File: src/rtl/rxf_pkg.sv
package rxf_pkg;
  localparam int unsigned HDR_BYTES = 6;

  typedef enum logic [1:0] {
    ST_HDR   = 2'd0,
    ST_STORE = 2'd1,
    ST_SKIP  = 2'd2
  } rxf_state_e;
endpackage

File: src/rtl/rxf_dst_filter.sv
module rxf_dst_filter #(
  parameter int unsigned HDR_BYTES = 6,
  localparam int unsigned IDX_W = $clog2(HDR_BYTES)
) (
  input  logic                   clk,
  input  logic                   cap_en,
  input  logic [IDX_W-1:0]       cap_idx,
  input  logic [7:0]             byte_in,
  input  logic [8*HDR_BYTES-1:0] station_mac,
  output logic [8*HDR_BYTES-1:0] frame_hdr,
  output logic                   hit
);
  logic [7:0]           hdr_q [HDR_BYTES-1];
  logic [HDR_BYTES-1:0] eq;

  for (genvar k = 0; k < HDR_BYTES - 1; k++) begin : g_cap
    always_ff @(posedge clk) begin
      if (cap_en && (cap_idx == IDX_W'(k))) hdr_q[k] <= byte_in;
    end
    assign frame_hdr[8*k +: 8] = hdr_q[k];
  end
  assign frame_hdr[8*(HDR_BYTES-1) +: 8] = byte_in;

  for (genvar k = 0; k < HDR_BYTES; k++) begin : g_cmp
    assign eq[k] = (frame_hdr[8*k +: 8] == station_mac[8*(HDR_BYTES-1-k) +: 8]);
  end

  assign hit = frame_hdr[7] | (&eq);
endmodule

File: src/rtl/rxf_frame_mem.sv
module rxf_frame_mem #(
  parameter int unsigned BUF_BYTES = 64,
  parameter int unsigned HDR_BYTES = 6,
  localparam int unsigned IW  = $clog2(BUF_BYTES),
  localparam int unsigned WAW = IW - 2
) (
  input  logic                   clk,
  input  logic                   hdr_we,
  input  logic                   hdr_buf,
  input  logic [8*HDR_BYTES-1:0] hdr_data,
  input  logic                   byte_we,
  input  logic                   byte_buf,
  input  logic [IW-1:0]          byte_idx,
  input  logic [7:0]             byte_data,
  input  logic                   rd_buf,
  input  logic [WAW-1:0]         rd_word,
  output logic [31:0]            rd_data
);
  logic [7:0] mem_q [2][BUF_BYTES];

  for (genvar b = 0; b < 2; b++) begin : g_buf
    for (genvar n = 0; n < BUF_BYTES; n++) begin : g_byte
      logic hdr_hit;
      logic byte_hit;
      if (n < HDR_BYTES) begin : g_h
        assign hdr_hit = hdr_we && (hdr_buf == 1'(b));
      end else begin : g_nh
        assign hdr_hit = 1'b0;
      end
      assign byte_hit = byte_we && (byte_buf == 1'(b)) && (byte_idx == IW'(n));
      always_ff @(posedge clk) begin
        if (hdr_hit) begin
          mem_q[b][n] <= hdr_data[8*(n % HDR_BYTES) +: 8];
        end else if (byte_hit) begin
          mem_q[b][n] <= byte_data;
        end
      end
    end
  end

  for (genvar k = 0; k < 4; k++) begin : g_rd
    assign rd_data[8*k +: 8] = mem_q[rd_buf][{rd_word, 2'(k)}];
  end
endmodule

File: src/rtl/rxf_pingpong_rx.sv
module rxf_pingpong_rx
  import rxf_pkg::*;
#(
  parameter int unsigned BUF_BYTES = 64,
  localparam int unsigned WORDS      = BUF_BYTES / 4,
  localparam int unsigned WAW        = $clog2(WORDS),
  localparam int unsigned ADDR_W     = WAW + 1,
  localparam int unsigned CNT_W      = $clog2(BUF_BYTES),
  localparam int unsigned DATA_BYTES = BUF_BYTES - 4,
  localparam int unsigned IDX_W      = $clog2(HDR_BYTES)
) (
  input  logic              clk,
  input  logic              rst_n,
  input  logic              pingpong_en,
  input  logic              irq_global_en,
  input  logic [47:0]       station_mac,
  input  logic              rx_valid,
  input  logic [7:0]        rx_data,
  input  logic              rx_last,
  input  logic              bus_sel,
  input  logic              bus_we,
  input  logic [ADDR_W-1:0] bus_addr,
  input  logic [31:0]       bus_wdata,
  output logic [31:0]       bus_rdata,
  output logic              irq,
  output logic              frame_lost
);
  // reset: asynchronous assert, synchronous release
  logic [1:0] rst_sync_q;
  logic       rst_int_n;
  always_ff @(posedge clk or negedge rst_n) begin
    if (!rst_n) rst_sync_q <= 2'b00;
    else        rst_sync_q <= {rst_sync_q[0], 1'b1};
  end
  assign rst_int_n = rst_sync_q[1];

  rxf_state_e       state_q, state_n;
  logic [CNT_W-1:0] cnt_q, cnt_n;
  logic             cur_q, cur_n;
  logic             frm_buf_q, frm_buf_n;
  logic [1:0]       s_q, s_n, i_q, i_n;
  logic             irq_q, irq_n, lost_q, lost_n;

  logic             sel_buf, hit, hdr_cap, flush, byte_we, commit, commit_buf;
  logic [1:0]       wr_ctrl;
  logic [8*HDR_BYTES-1:0] frame_hdr;
  logic [31:0]      mem_rd;
  logic             unused_wdata;

  assign unused_wdata = ^{bus_wdata[31:4], bus_wdata[2:1]};
  assign sel_buf      = cur_q & pingpong_en;

  rxf_dst_filter #(.HDR_BYTES(HDR_BYTES)) u_filter (
    .clk        (clk),
    .cap_en     (hdr_cap),
    .cap_idx    (cnt_q[IDX_W-1:0]),
    .byte_in    (rx_data),
    .station_mac(station_mac),
    .frame_hdr  (frame_hdr),
    .hit        (hit)
  );

  rxf_frame_mem #(.BUF_BYTES(BUF_BYTES), .HDR_BYTES(HDR_BYTES)) u_mem (
    .clk      (clk),
    .hdr_we   (flush),
    .hdr_buf  (sel_buf),
    .hdr_data (frame_hdr),
    .byte_we  (byte_we),
    .byte_buf (frm_buf_q),
    .byte_idx (cnt_q),
    .byte_data(rx_data),
    .rd_buf   (bus_addr[ADDR_W-1]),
    .rd_word  (bus_addr[WAW-1:0]),
    .rd_data  (mem_rd)
  );

  // frame sequencing
  always_comb begin
    state_n   = state_q;
    cnt_n     = cnt_q;
    frm_buf_n = frm_buf_q;
    hdr_cap   = 1'b0;
    flush     = 1'b0;
    byte_we   = 1'b0;
    commit    = 1'b0;
    lost_n    = 1'b0;
    unique case (state_q)
      ST_HDR: if (rx_valid) begin
        cnt_n = '0;
        if (cnt_q == CNT_W'(HDR_BYTES - 1)) begin
          state_n = rx_last ? ST_HDR : ST_SKIP;
          if (hit && s_q[sel_buf]) begin
            lost_n = 1'b1;
          end else if (hit) begin
            flush     = 1'b1;
            frm_buf_n = sel_buf;
            if (rx_last) begin
              commit = 1'b1;
            end else begin
              state_n = ST_STORE;
              cnt_n   = CNT_W'(HDR_BYTES);
            end
          end
        end else begin
          hdr_cap = 1'b1;
          if (!rx_last) cnt_n = cnt_q + 1'b1;
        end
      end
      ST_STORE: if (rx_valid) begin
        if (cnt_q == CNT_W'(DATA_BYTES)) begin
          state_n = rx_last ? ST_HDR : ST_SKIP;
          cnt_n   = '0;
        end else begin
          byte_we = 1'b1;
          if (rx_last) begin
            commit  = 1'b1;
            state_n = ST_HDR;
            cnt_n   = '0;
          end else begin
            cnt_n = cnt_q + 1'b1;
          end
        end
      end
      ST_SKIP: if (rx_valid && rx_last) begin
        state_n = ST_HDR;
        cnt_n   = '0;
      end
      default: state_n = ST_HDR;
    endcase
  end

  // control words, buffer index, interrupt
  assign commit_buf = (state_q == ST_HDR) ? sel_buf : frm_buf_q;

  for (genvar b = 0; b < 2; b++) begin : g_ctrl
    assign wr_ctrl[b] = bus_sel && bus_we && (bus_addr[ADDR_W-1] == 1'(b)) &&
                        (bus_addr[WAW-1:0] == WAW'(WORDS - 1));
    assign s_n[b] = (wr_ctrl[b] ? bus_wdata[0] : s_q[b]) |
                    (commit && (commit_buf == 1'(b)));
    assign i_n[b] = wr_ctrl[b] ? bus_wdata[3] : i_q[b];
  end

  assign cur_n = commit ? (pingpong_en & ~commit_buf) : cur_q;
  assign irq_n = commit && i_q[0] && irq_global_en;

  always_ff @(posedge clk or negedge rst_int_n) begin
    if (!rst_int_n) begin
      state_q   <= ST_HDR;
      cnt_q     <= '0;
      cur_q     <= 1'b0;
      frm_buf_q <= 1'b0;
      s_q       <= '0;
      i_q       <= '0;
      irq_q     <= 1'b0;
      lost_q    <= 1'b0;
    end else begin
      if (rx_valid) begin
        state_q   <= state_n;
        cnt_q     <= cnt_n;
        frm_buf_q <= frm_buf_n;
      end
      if (commit) cur_q <= cur_n;
      if (commit || (|wr_ctrl)) begin
        s_q <= s_n;
        i_q <= i_n;
      end
      irq_q  <= irq_n;
      lost_q <= lost_n;
    end
  end

  assign irq        = irq_q;
  assign frame_lost = lost_q;
  assign bus_rdata  = (bus_addr[WAW-1:0] == WAW'(WORDS - 1)) ?
                      {28'd0, i_q[bus_addr[ADDR_W-1]], 2'b00, s_q[bus_addr[ADDR_W-1]]} :
                      mem_rd;
endmodule

File: config.mk
export PLATFORM = sky130hd
export DESIGN_NAME = rxf_pingpong_rx
export DESIGN_NICKNAME = d
export VERILOG_FILES = /design/src/rtl/rxf_pkg.sv /design/src/rtl/rxf_dst_filter.sv /design/src/rtl/rxf_frame_mem.sv /design/src/rtl/rxf_pingpong_rx.sv
export SDC_FILE = /design/constraint.sdc
export NUM_CORES = 1
export LEC_CHECK = 0
export ABC_AREA = 0
export BUFFER_PORTS_ARGS = -buffer_cell sky130_fd_sc_hd__buf_2
export CORE_ASPECT_RATIO = 0.6
export CORE_MARGIN = 8
export CORE_UTILIZATION = 24
export CTS_BUF_LIST = sky130_fd_sc_hd__clkbuf_8
export CTS_CLUSTER_SIZE = 24
export DETAILED_ROUTE_END_ITERATION = 16
export MAX_ROUTING_LAYER = met4
export PLACE_DENSITY_LB_ADDON = 0.3
export SYNTH_ARGS = -nofsm -noshare
export SYNTH_HDL_FRONTEND = slang
export SYNTH_SLANG_ARGS = --single-unit
File: constraint.sdc
create_clock -name clk -period 2.9 [get_ports clk]
set_input_delay 0.58 -clock clk [delete_from_list [all_inputs] [get_ports clk]]
set_output_delay 0.58 -clock clk [all_outputs]
set_load 0.01 [all_outputs]
Yosys cells after proc, flatten, opt, wreduce, memory -nomap -nowiden --
Memories as Yosys holds them, arrays and structs flattened. Cells that the tools add are included.
Word-level totals: input port bits 101, memories 2, bits in writable memories 1064, flip-flop bits (word level) 18, output and inout port bits 34
Memories:
- u_mem.mem_q | words 2, width 512, rd ports 1, clocked after memory_dff 0, write ports 1, RTL line rxf_frame_mem.sv:19 | logic [7:0] mem_q [2][BUF_BYTES];
- u_filter.hdr_q | words 5, width 8, rd ports 5, clocked after memory_dff 0, write ports 1, RTL line rxf_dst_filter.sv:13 | logic [7:0] hdr_q [HDR_BYTES-1];
Operators by class: bitwise logic cells 26, muxes and demuxes 371, $lt $le $gt $ge 6, reductions and logical operators 165, add/sub/neg operators 1, equality and inequality tests 79
Operators with widths (number):
- 512-bit two-way mux | 1
- 512-bit OR reduction | 1
- 1-bit two-way mux | 318
- 8-bit binary-select mux with 6-bit select | 4
- 6-bit == test, second input constant | 32
- 8-bit two-way mux | 24
- 1-bit logical AND | 148
- 6-bit by 5-bit == test with 1-bit output, second input constant | 16
- 64-bit two-way mux | 1
- 6-bit by 4-bit == test with 1-bit output, second input constant | 8
- 8-bit == test | 6
- 32-bit two-way mux | 1
- 8-bit OR reduction | 4
- 7-bit >= comparator, second input constant | 4
- 6-bit inverter with 7-bit output | 4
- 6-bit by 3-bit == test with 1-bit output, second input constant | 4
- 6-bit two-way mux | 4
- 3-bit two-way mux | 7
- 6-bit case mux with 3 select lines | 1
- 2-bit two-way mux | 8
- 1-bit bitwise OR | 15
- 6-bit by 2-bit == test with 1-bit output, second input constant | 2
- 6-bit by 1-bit adder with 6-bit output, second input constant | 1
- 3-bit by 2-bit == test with 1-bit output, second input constant | 2
- other kinds (24) | 32

Logic depth before layout (Yosys ltp) --
Gate-level depths: netlist of the first run. An unclocked memory read counts as a cell.
depth in word-level cells 15, mapped depth 10, gate-level depth less buffers 8

Hierarchy --
From an unflattened synthesis of the first run, not the netlist that was laid out.
Second synthesis, totals: cell total of the unflattened synthesis 2754, area, all modules 44771.7 um^2
Modules (own cells, without submodules):
- rxf_frame_mem | sequential area each 30749.5 um^2, times used 1, cells each 2479, area each 41542.3 um^2
- rxf_dst_filter | sequential area each 1201.2 um^2, times used 1, cells each 120, area each 1825.5 um^2
- rxf_pingpong_rx | sequential area each 450.4 um^2, times used 1, cells each 155, area each 1403.8 um^2

Worst setup path after synthesis of the first run --
Ideal clock, no wire load.
path type input-to-output, start point in bus_addr[4], end point out bus_rdata[3], cell stages on the path 8, path slack 18 ps, path buffers 3, arrival time 2302 ps, data required time 2320 ps, cell sequence buf_2 > buf_2 > buf_2 > mux4_2 > a211oi_1 > o21ai_0 > nand3_1 > o21ai_0
Between the ends: word-level cells in the longest chain between the ends 5, elaborated cells between the ends (all ways) 7
RTL lines:
- start, declared | RTL line rxf_pingpong_rx.sv:22 | input logic [ADDR_W-1:0] bus_addr,
- memory read 2 x 512 bit
- 8-bit binary-select mux with 6-bit select | RTL line rxf_frame_mem.sv:42 | assign rd_data[8*k +: 8] = mem_q[rd_buf][{rd_word, 2'(k)}];
- 8-bit two-way mux (not written as such) (2 in series) | RTL line rxf_frame_mem.sv:42
- 32-bit two-way mux (*) | RTL line rxf_pingpong_rx.sv:174 | assign bus_rdata = (bus_addr[WAW-1:0] == WAW'(WORDS - 1)) ?
- end, declared | RTL line rxf_pingpong_rx.sv:24 | output logic [31:0] bus_rdata,
Mark *: on every way between the ends. The rest lies on a longest branch, timed or not. The select of a mux whose other input is x is not followed.

Worst setup path in the final report of the first run --
start point mem u_mem.mem_q[0][503] in the netlist's numbering, end point out bus_rdata[15]
Between the ends: word-level cells in the longest chain between the ends 5
RTL lines (RTL line):
- start, declared | rxf_frame_mem.sv:19
- memory read 2 x 512 bit
- 8-bit binary-select mux with 6-bit select | rxf_frame_mem.sv:42
- 8-bit two-way mux (not written as such) (2 in series) | rxf_frame_mem.sv:42
- 32-bit two-way mux | rxf_pingpong_rx.sv:174
No other way between the ends. The select of a mux whose other input is x is not followed.

==> flow_summary.yaml, run 1 <==
status:
  status: "finished, violations left"
  violations: "negative setup slack"
floorplanning:
  die-area_mm2: 0.186
  die_h_um: 337
  rows: 118
  pin_count: 135
  start_util_pct: 24.1
  die_x_um: 552
  coreArea_mm2: 0.172
yosys:
  synth_top_area_share_pct: 72.9
  avgSynthCellArea_um2: 19.2
  synthArstFlopShare_pct: 1.76
  synth_most_common_cell: "edfxtp_1"
  synth-seq-cells: 1022
  synth_cell_types: 55
  synth_common_cells: "1,004 x edfxtp_1, 199 x nor2_1, 196 x mux4_2"
  synthTopCellsByArea: "edfxtp_1 73%, mux4_2 11%, mux2i_1 3.9%"
  synthesis.area_mm2: 0.0413
  ys.flop_type: "edfxtp_1"
  synth_top_area_cell: "edfxtp_1"
  ys_seq_area_share_pct: 74.0
  synth-edff-count: 1004
  ys_warn_count: 0
  syn_inst: 2158
cells_and_area:
  final_util_pct: 29.8
  layout.nets: 2802
  area_delta_synth_final_pct: 23.8
  drive_above_1_share_pct: 37.6
worst_setup_path:
  crit_path_start_kind: "flop"
  crit_top_cell: "buf_4"
  timing_worst_setup_path_type: "reg -> out"
  arrival_ps: 2820
  crit_required_ps: 2320
  cp_cell_sequence: "mux4_2 -> mux2i_1 -> buf_4 -> nor2_2 -> a2111oi_4 -> buf_4 -> a21oi_2 -> buf_2"
  max_stage_delay_ps: 490
  slowest_stage: "mux4_2"
  path_max_fanout: 1
  critPathCaptureType: "output port"
sta:
  final-max-slew-violation-count: 0
  setup_viol: 32
  timing.fmax_ghz: 0.294
  rsz0062_at_grt: "yes"
  relSlewSlack_pct: 27.2
  finClkSkew_ps: 72.6
  hold_viol: 0
  tightest_slew_ps: 1090
  fin_tns_setup_ps: -10790
  period_share_pct: 117
  fin_crit_ps: 3400
  setup_slack_ps: -504
power_and_ir_drop:
  p_leak_nw: 17.1
  powerDensity_mw_per_mm2: 592
  irDropWorstVdd_v: 0.000295
min_path:
  worstHoldPathType: "in -> async"
clocking:
  cts_max_path_buffers: 4
  clockRootBuffer: "clkbuf_8"
  cts_htree_levels: 4
  cts_sinks: 1022
  cts_tree: "done"
  clkSlewWorstSetupHoldPaths_ps: 60
  cts_made_buffers: 156
  clock_latency_ps: 850
global_routing:
  grt_pass1_vias: 23100
  grt_use_total_pct: 13.4
  grt_overflow: 0
  grt_max_degree: 128
  antenna_found_initial: 12
  grt_pass1_wl_mm: 176
route:
  avgViaCountPerCell: 4.52
  routedWlPerCell_um: 24.5
  initialDrtViolationCount: 2453
  ant_nets: 0
  routed_wl_mm: 124
  drtPass1Iterations: 5
  drc: 0
  vias: 22900
run:
  cap_violations: 0
placement:
  dp_hpwl_mm: 82.7
  io_buffers: 104
  place_ws_ps: -1310
  globalplace.congestion: 0.763
worst max-delay path, delay by kind of cell, from the launching register on:
kind | cells | cell delay, ps
mux | 2 | 640
buf+inv | 3 | 550
flops | 1 | 380
compound gates | 2 | 350
simple gates | 1 | 50
registers in the layout (all words and copies together), names as in the netlist:
name	count
s_q	2
cur_q	1
i_q	2
frame_lost	1
frm_buf_q	1
cnt_q	6
u_mem.mem_q	964
rst_sync_q	2
state_q	2
u_filter.hdr_q	40
irq	1
cells in the final DEF, fill, tap and decap left out, types with 18 or more instances in the layout:
cell type	netlist	routed
edfxtp_1	1004	1004
buf_4	11	353
mux4_2	196	196
nor2_1	199	185
clkbuf_8	2	161
mux2i_1	163	144
mux2_2	83	82
buf_2	31	79
inv_1	16	63
nand2_1	49	49
xor2_1	48	48
buf_12	0	43
o22ai_1	37	37
clkinv_1	0	29
a21oi_1	39	28
a2111oi_2	0	20
nand3_1	20	19
dfrtp_1	18	18
report_power, final:
part	internal (mW)	switching, mW	total [mW]
Combinational	1.21	1.74	2.95
Sequential	16.4	0.158	16.5
Clock	5.12	5.72	10.8
Total	22.7	7.61	30.3
through the flow:
step           power (mW)  instances  hold WS [ps]  area, um^2
5_1_grt              31.5       5071          63.8       51200
6_report             30.3       5074           107       51200
3_5_place_dp         19.6       4785           336       47500
3_3_place_gp         19.6       4785           339       47500
4_1_cts              30.7       5041          39.3       50800
2_1_floorplan        18.1       2161           200       41300
cells by family after synthesis:
group / Yosys count / synth area share (%)
multiplexers: 442 / 16.9
other: 2 / 0.0182
XOR/XNOR: 48 / 1.02
buffers and inverters: 143 / 1.58
AO/OA/AOI/OAI: 164 / 2.76
adder cells (fa/ha/maj): 9 / 0.272
flip-flops: 1022 / 74.0
AND/OR/NAND/NOR: 328 / 3.44
metal layers:
layer | wire length [um] | GRT usage (%) | vias up
met2 | 50400 | 18.0 | 812
met1 | 62400 | 20.5 | 12100
met4 | 1660 | 2.08 | 0
li1 | - | - | 9803
met3 | 9830 | 3.38 | 166
met5 | 0 | - | -
final timing paths:
check / from / endpoint / slack [ps] / cells after the start
worst max register to register: u_filter.hdr_q[0][17] / u_mem.mem_q[0][477] / 170 / 8
worst max-delay path: u_mem.mem_q[0][503] / bus_rdata[15] / -500 / 8
max in group asynchronous: rst_sync_q[1] / cnt_q[0] / 1860 / 0
worst min register to register: rst_sync_q[0] / rst_sync_q[1] / 350 / 0
worst min-delay path: rst_n / rst_sync_q[1] / 110 / 2
min in group clk: pingpong_en / cur_q / 120 / 3
cell type report:
class                           instances  area (um^2)
Clock inverter                         94          403
Timing Repair Buffer                  500         4320
Tap cell                             2280         2850
Sequential cell                      1022        30600
Inverter                               16         60.1
Fill cell                           17000       121000
Multi-Input combinational cell        996        10700
Antenna cell                            5         12.5
Clock buffer                          161         2220
timing repair:
item / in CTS / in global routing
hold buffers: 3 / 0
setup endpoints to repair: 32 / 40
hold endpoints to repair: 5 / 0
resized for setup: 136 / 28
setup buffers: 1 / 28
pin swaps: 42 / 13
cloned: 2 / 0
No activity file was read; power rests on OpenSTA's default activity.
==> inputs of run 2 (changes only) <==
--- a/config.mk
+++ b/config.mk
@@ -15,6 +15,7 @@
 export DETAILED_ROUTE_END_ITERATION = 16
 export MAX_ROUTING_LAYER = met4
 export PLACE_DENSITY_LB_ADDON = 0.3
+export RECOVER_POWER = 50
 export SYNTH_ARGS = -nofsm -noshare
 export SYNTH_HDL_FRONTEND = slang
 export SYNTH_SLANG_ARGS = --single-unit
==> flow_summary.yaml, run 2 (synthesis results as in run 1) <==
status:
  status: "finished, violations left"
  violations: "max-capacitance violations, max-slew violations, negative setup slack"
sta:
  rsz0062_at_grt: "yes"
  timing.fmax_ghz: 0.294
  tightest_slew_ps: 2150
  final-max-slew-violation-count: 493
  hold_viol: 0
  setup_viol: 121
  relSlewSlack_pct: -43.2
  setup_slack_ps: -504
  finClkSkew_ps: 73.5
  fin_crit_ps: 3400
  period_share_pct: 117
power_and_ir_drop:
  p_leak_nw: 17.0
  powerDensity_mw_per_mm2: 594
  p_total_mw: 30.3
  irDropWorstVdd_v: 0.000295
run:
  cap_violations: 6
floorplanning:
  die_x_um: 552
  die-area_mm2: 0.186
  coreArea_mm2: 0.172
  die_h_um: 337
  pin_count: 135
  start_util_pct: 24.1
  rows: 118
placement:
  placed_cell_area_mm2: 0.0475
  dp_hpwl_mm: 82.7
  placedCellCount: 4785
  io_buffers: 104
  globalplace.congestion: 0.763
route:
  routed_wl_mm: 125
  routedWlPerCell_um: 24.6
  vias: 22800
  drtPass1Iterations: 7
  ant_nets: 0
  avgViaCountPerCell: 4.50
  initialDrtViolationCount: 2361
  drc: 0
global_routing:
  grt_use_total_pct: 13.4
  grt_overflow: 0
  antenna_found_initial: 12
  grt_max_degree: 128
  grt_pass1_vias: 23100
  grt_pass1_wl_mm: 176
cells_and_area:
  layout.nets: 2802
  n_fill_cell: 17000
  reg_top3: "u_mem.mem_q: 964 flops, u_filter.hdr_q: 40 flops, cnt_q: 6 flops"
  final_cell_mix: "1,004 x edfxtp_1, 319 x buf_4, 196 x mux4_2, 185 x nor2_1, 161 x clkbuf_8"
  area_delta_synth_final_pct: 23.5
  drive_above_1_share_pct: 36.7
  fin_cells: 5074
  layout_commonest_cell: "edfxtp_1"
  largest-register: "u_mem.mem_q"
  largest_reg_flops: 964
  final_area_mm2: 0.0510
  final_util_pct: 29.7
clocking:
  clkSlewWorstSetupHoldPaths_ps: 60
  cts_max_path_buffers: 4
  clockRootBuffer: "clkbuf_8"
  clock_latency_ps: 850
  cts_htree_levels: 4
  cts_tree: "done"
  cts_sinks: 1022
  cts_made_buffers: 156
worst_setup_path:
  timing_worst_setup_path_type: "reg -> out"
  critPathCaptureType: "output port"
  r2r_slack_ps: 120
  arrival_ps: 2820
  crit_path_start_kind: "flop"
  crit_required_ps: 2320
  path_max_fanout: 1
min_path:
  worstHoldPathType: "in -> async"
## run 2: cell types whose count changed in the layout (fill, tap and decap cells not counted)
cell	delta
clkbuf_1	+26
buf_2	-3
buf_4	-34
nor3_2	-1
nor3_1	+1
buf_6	+1
buf_12	-3
clkbuf_4	+5
clkbuf_2	+8
## run 2: repair_timing
action | in CTS | in global routing
buffers inserted | 1 | 28
hold buffers | 3 | 0
hold endpoints to repair | 5 | 0
endpoints found under the setup margin | 32 | 40
gates cloned | 2 | 0
pin swaps | 42 | 13
resized for setup | 136 | 28
## run 2: power breakdown
part | leakage [nW] | switching [mW] | internal (mW)
registers | 9.26 | 0.159 | 16.4
logic | 6.21 | 1.74 | 1.18
clock network | 1.51 | 5.71 | 5.12
total | 17.0 | 7.61 | 22.7
## run 2: worst paths after layout
path,startpoint,end,depth (start not counted)
hold / removal,rst_n,rst_sync_q[1],2
setup reg to reg,u_filter.hdr_q[0][20],u_mem.mem_q[0][473],8
min in group clk,pingpong_en,cur_q,3
setup / recovery,u_mem.mem_q[0][503],bus_rdata[15],8
max in group asynchronous,rst_sync_q[1],cnt_q[0],0
hold reg to reg,rst_sync_q[0],rst_sync_q[1],0
## run 2: final cells by class
| type | count | area (um^2) | share of cell area, % |
|---|---|---|---|
| Sequential cell | 1022 | 30600 | 60.0 |
| Clock buffer | 161 | 2220 | 4.34 |
| Clock inverter | 94 | 403 | 0.789 |
| Antenna cell | 5 | 12.5 | 0.0245 |
| Inverter | 16 | 60.1 | 0.118 |
| Timing Repair Buffer | 500 | 4170 | 8.18 |
| Tap cell | 2280 | 2850 | 5.59 |
| Multi-Input combinational cell | 996 | 10700 | 21.0 |
## run 2: metrics by stage
stage               setup TNS [ps]  hold WS [ps]  setup slack (ps)
global placement            -17920           339             -1340
finish                      -28190           105              -504
detailed placement          -17540           336             -1310
CTS                         -14070          39.3              -567
floorplan                        0           200              17.8
global route                -51780          73.9              -643
## run 2: metal layers
layer / track usage [%] / vias to the layer above / routed length (um)
met4: 2.08 / 0 / 1630
met5: - / - / 0
met2: 18.0 / 734 / 50400
met3: 3.38 / 163 / 9400
met1: 20.5 / 12100 / 63200
li1: - / 9803 / -
## run 2: critical path, cell delays in order, from the launching register on
cell and delay [ps]:
edfxtp_1 380, mux4_2 490, mux2i_1 150, buf_4 170, nor2_2 50, a2111oi_4 290, buf_4 190, a21oi_2 60
buf_2 180
==> inputs of run 3 (changes only) <==
--- a/config.mk
+++ b/config.mk
@@ -18,4 +18,5 @@
 export RECOVER_POWER = 50
 export SYNTH_ARGS = -nofsm -noshare
 export SYNTH_HDL_FRONTEND = slang
+export SYNTH_HIERARCHICAL = 1
 export SYNTH_SLANG_ARGS = --single-unit
==> flow_summary.yaml, run 3 <==
worst_setup_path:
  critPathTopFamily: "buffers and inverters"
  startpoint: "bus_addr[0]"
  crit_top_cell: "buf_12"
  crit_buf_inv: 7
  max_stage_delay_ps: 270
  path_max_fanout: 37
  arrival_ps: 2670
  timing_worst_setup_path_type: "in -> out"
  crit_required_ps: 2320
  critPathCaptureType: "output port"
  slowest_stage: "a31oi_1"
  crit_path_start_kind: "input pin"
  cp_cell_sequence: "clkbuf_1 -> nor2b_4 -> buf_12 -> buf_12 -> buf_12 -> a22oi_1 -> a31oi_1 -> buf_4 -> nand3_2 -> buf_6 -> and2_4 -> buf_6"
  rr_startpoint: "state_q[1]"
yosys:
  syn_inst: 2754
  ys_seq_area_share_pct: 72.4
  ys_warn_count: 6
  synth-seq-cells: 1082
  synth_common_cells: "1,064 x edfxtp_1, 515 x mux2i_1, 127 x nand2_1"
  synth_cell_types: 61
  avgSynthCellArea_um2: 16.3
  syn_nets: 2862
  ys.flop_type: "edfxtp_1"
  synthArstFlopShare_pct: 1.66
  synthesis.area_mm2: 0.0448
  synthTopCellsByArea: "edfxtp_1 71%, mux2i_1 12%, mux2_2 2.5%"
  synth_most_common_cell: "edfxtp_1"
  synth-edff-count: 1064
  synth_top_area_cell: "edfxtp_1"
  synth_top_area_share_pct: 71.4
cells_and_area:
  layout.nets: 3434
  largest-register: "u_mem/mem_q"
  fin_cells: 5917
  multiInputGateArea_mm2: 0.0130
  layout_commonest_cell: "edfxtp_1"
  final_area_mm2: 0.0563
  largest_reg_flops: 1024
  final_util_pct: 30.5
  reg_top3: "u_mem/mem_q: 1024 flops, u_filter/hdr_q: 40 flops, cnt_q: 6 flops"
  regArea_mm2: 0.0324
  n_fill_cell: 18200
  drive_above_1_share_pct: 30.1
  area_delta_synth_final_pct: 25.7
  final_cell_mix: "1,064 x edfxtp_1, 481 x mux2i_1, 358 x buf_4, 171 x clkbuf_8, 126 x nand2_1"
floorplanning:
  die-area_mm2: 0.201
  die_h_um: 351
  start_util_pct: 24.2
  die_x_um: 574
  coreArea_mm2: 0.185
  pin_count: 135
  rows: 122
clocking:
  clkSlewWorstSetupHoldPaths_ps: 60
  clock_latency_ps: 870
  cts_htree_levels: 4
  cts_sinks: 1082
  cts_made_buffers: 165
  cts_tree: "done"
  cts_max_path_buffers: 4
  clockRootBuffer: "clkbuf_8"
sta:
  tightest_slew_ps: 2000
  timing.fmax_ghz: 0.308
  rsz0062_at_grt: "yes"
  setup_viol: 350
  fin_tns_setup_ps: -31520
  setup_slack_ps: -347
  relSlewSlack_pct: -33.0
  fin_crit_ps: 3250
  finClkSkew_ps: 83.9
  holdWs_ps: 113
  hold_viol: 0
  period_share_pct: 112
  final-max-slew-violation-count: 130
route:
  routed_wl_mm: 138
  drtPass1Iterations: 5
  initialDrtViolationCount: 2257
  ant_nets: 0
  drc: 0
  vias: 26400
  routedWlPerCell_um: 23.4
  avgViaCountPerCell: 4.46
run:
  cap_violations: 4
placement:
  place_ws_ps: -556
  globalplace.congestion: 0.783
  placedCellCount: 5619
  dp_hpwl_mm: 91.8
  io_buffers: 104
  placed_cell_area_mm2: 0.0517
global_routing:
  grt_max_degree: 116
  antenna_found_initial: 8
  grt_pass1_vias: 25700
  grt_pass1_wl_mm: 194
  grt_use_total_pct: 13.6
  grt_overflow: 0
power_and_ir_drop:
  p_leak_nw: 20.1
  powerDensity_mw_per_mm2: 599
  p_total_mw: 33.7
  irDropWorstVdd_v: 0.000330
status:
  status: "finished, violations left"
  violations: "max-capacitance violations, max-slew violations, negative setup slack"
min_path:
  worstHoldStart: "rx_last"
  worstHoldPathType: "in -> reg"
## run 3: cell count changes after synthesis, moves of 60 or more
cell / before / now
mux2i_1: 163 / 515
mux4_2: 196 / 0
a22oi_1: 0 / 96
nand3_1: 20 / 114
nand2_1: 49 / 127
nor2_1: 199 / 124
a22o_1: 0 / 64
a21oi_1: 39 / 101
edfxtp_1: 1004 / 1064
## run 3: per-layer routing
layer	vias up	track usage, %	wire length [um]
met4	0	2.26	1920
met5	-	-	0
met3	171	2.90	8450
li1	11900	-	-
met2	751	18.5	56400
met1	13600	20.7	71400
## run 3: final cells by class
cell class | instances | share of cell area [%]
Clock inverter | 106 | 0.905
Sequential cell | 1082 | 57.6
Antenna cell | 3 | 0.0133
Tap cell | 2480 | 5.51
Multi-Input combinational cell | 1499 | 23.1
Clock buffer | 169 | 4.13
Timing Repair Buffer | 569 | 8.69
Inverter | 9 | 0.0600
## run 3: where the power goes
part,internal (mW),switching (mW),leakage [nW]
clock network,5.64,5.99,1.64
logic,1.77,2.75,8.61
registers,17.4,0.143,9.80
total,24.8,8.88,20.1
## run 3: logic make-up (layout without fill, tap and decap cells)
kind of cell               Yosys count  count (layout)  synth area share [%]
DFF                               1082            1082                  72.4
muxes                              614             614                  14.0
and+or+nand+nor                    497             497                  5.41
AOI/OAI and AO/OA                  332             332                  5.13
buffers and inverters              173             853                  1.94
xor gates and xnor gates            48              48                 0.939
adders and majority gates            7               7                 0.196
other                                1               4               0.00838
## run 3: tightest hold or removal path, stage by stage
cell and delay (ps):
buf_2 160, nand3b_4 120, o41ai_2 70
## run 3: worst paths after layout
check	cells after the start	to	slack (ps)
max	12	bus_rdata[6]	-350
max in group asynchronous	0	cnt_q[2]	2130
min	3	cur_q	110
max reg2reg	9	u_mem/mem_q[1][174]	-10
min in group asynchronous	0	frm_buf_q	290
min reg2reg	0	frm_buf_q	290
## run 3: timing repair
item | in CTS | in global routing
hold endpoints to repair | 8 | 0
pin swaps | 70 | 52
setup buffers | 9 | 21
setup endpoints to repair | 107 | 119
hold buffers | 8 | 0
gates resized for setup | 247 | 108
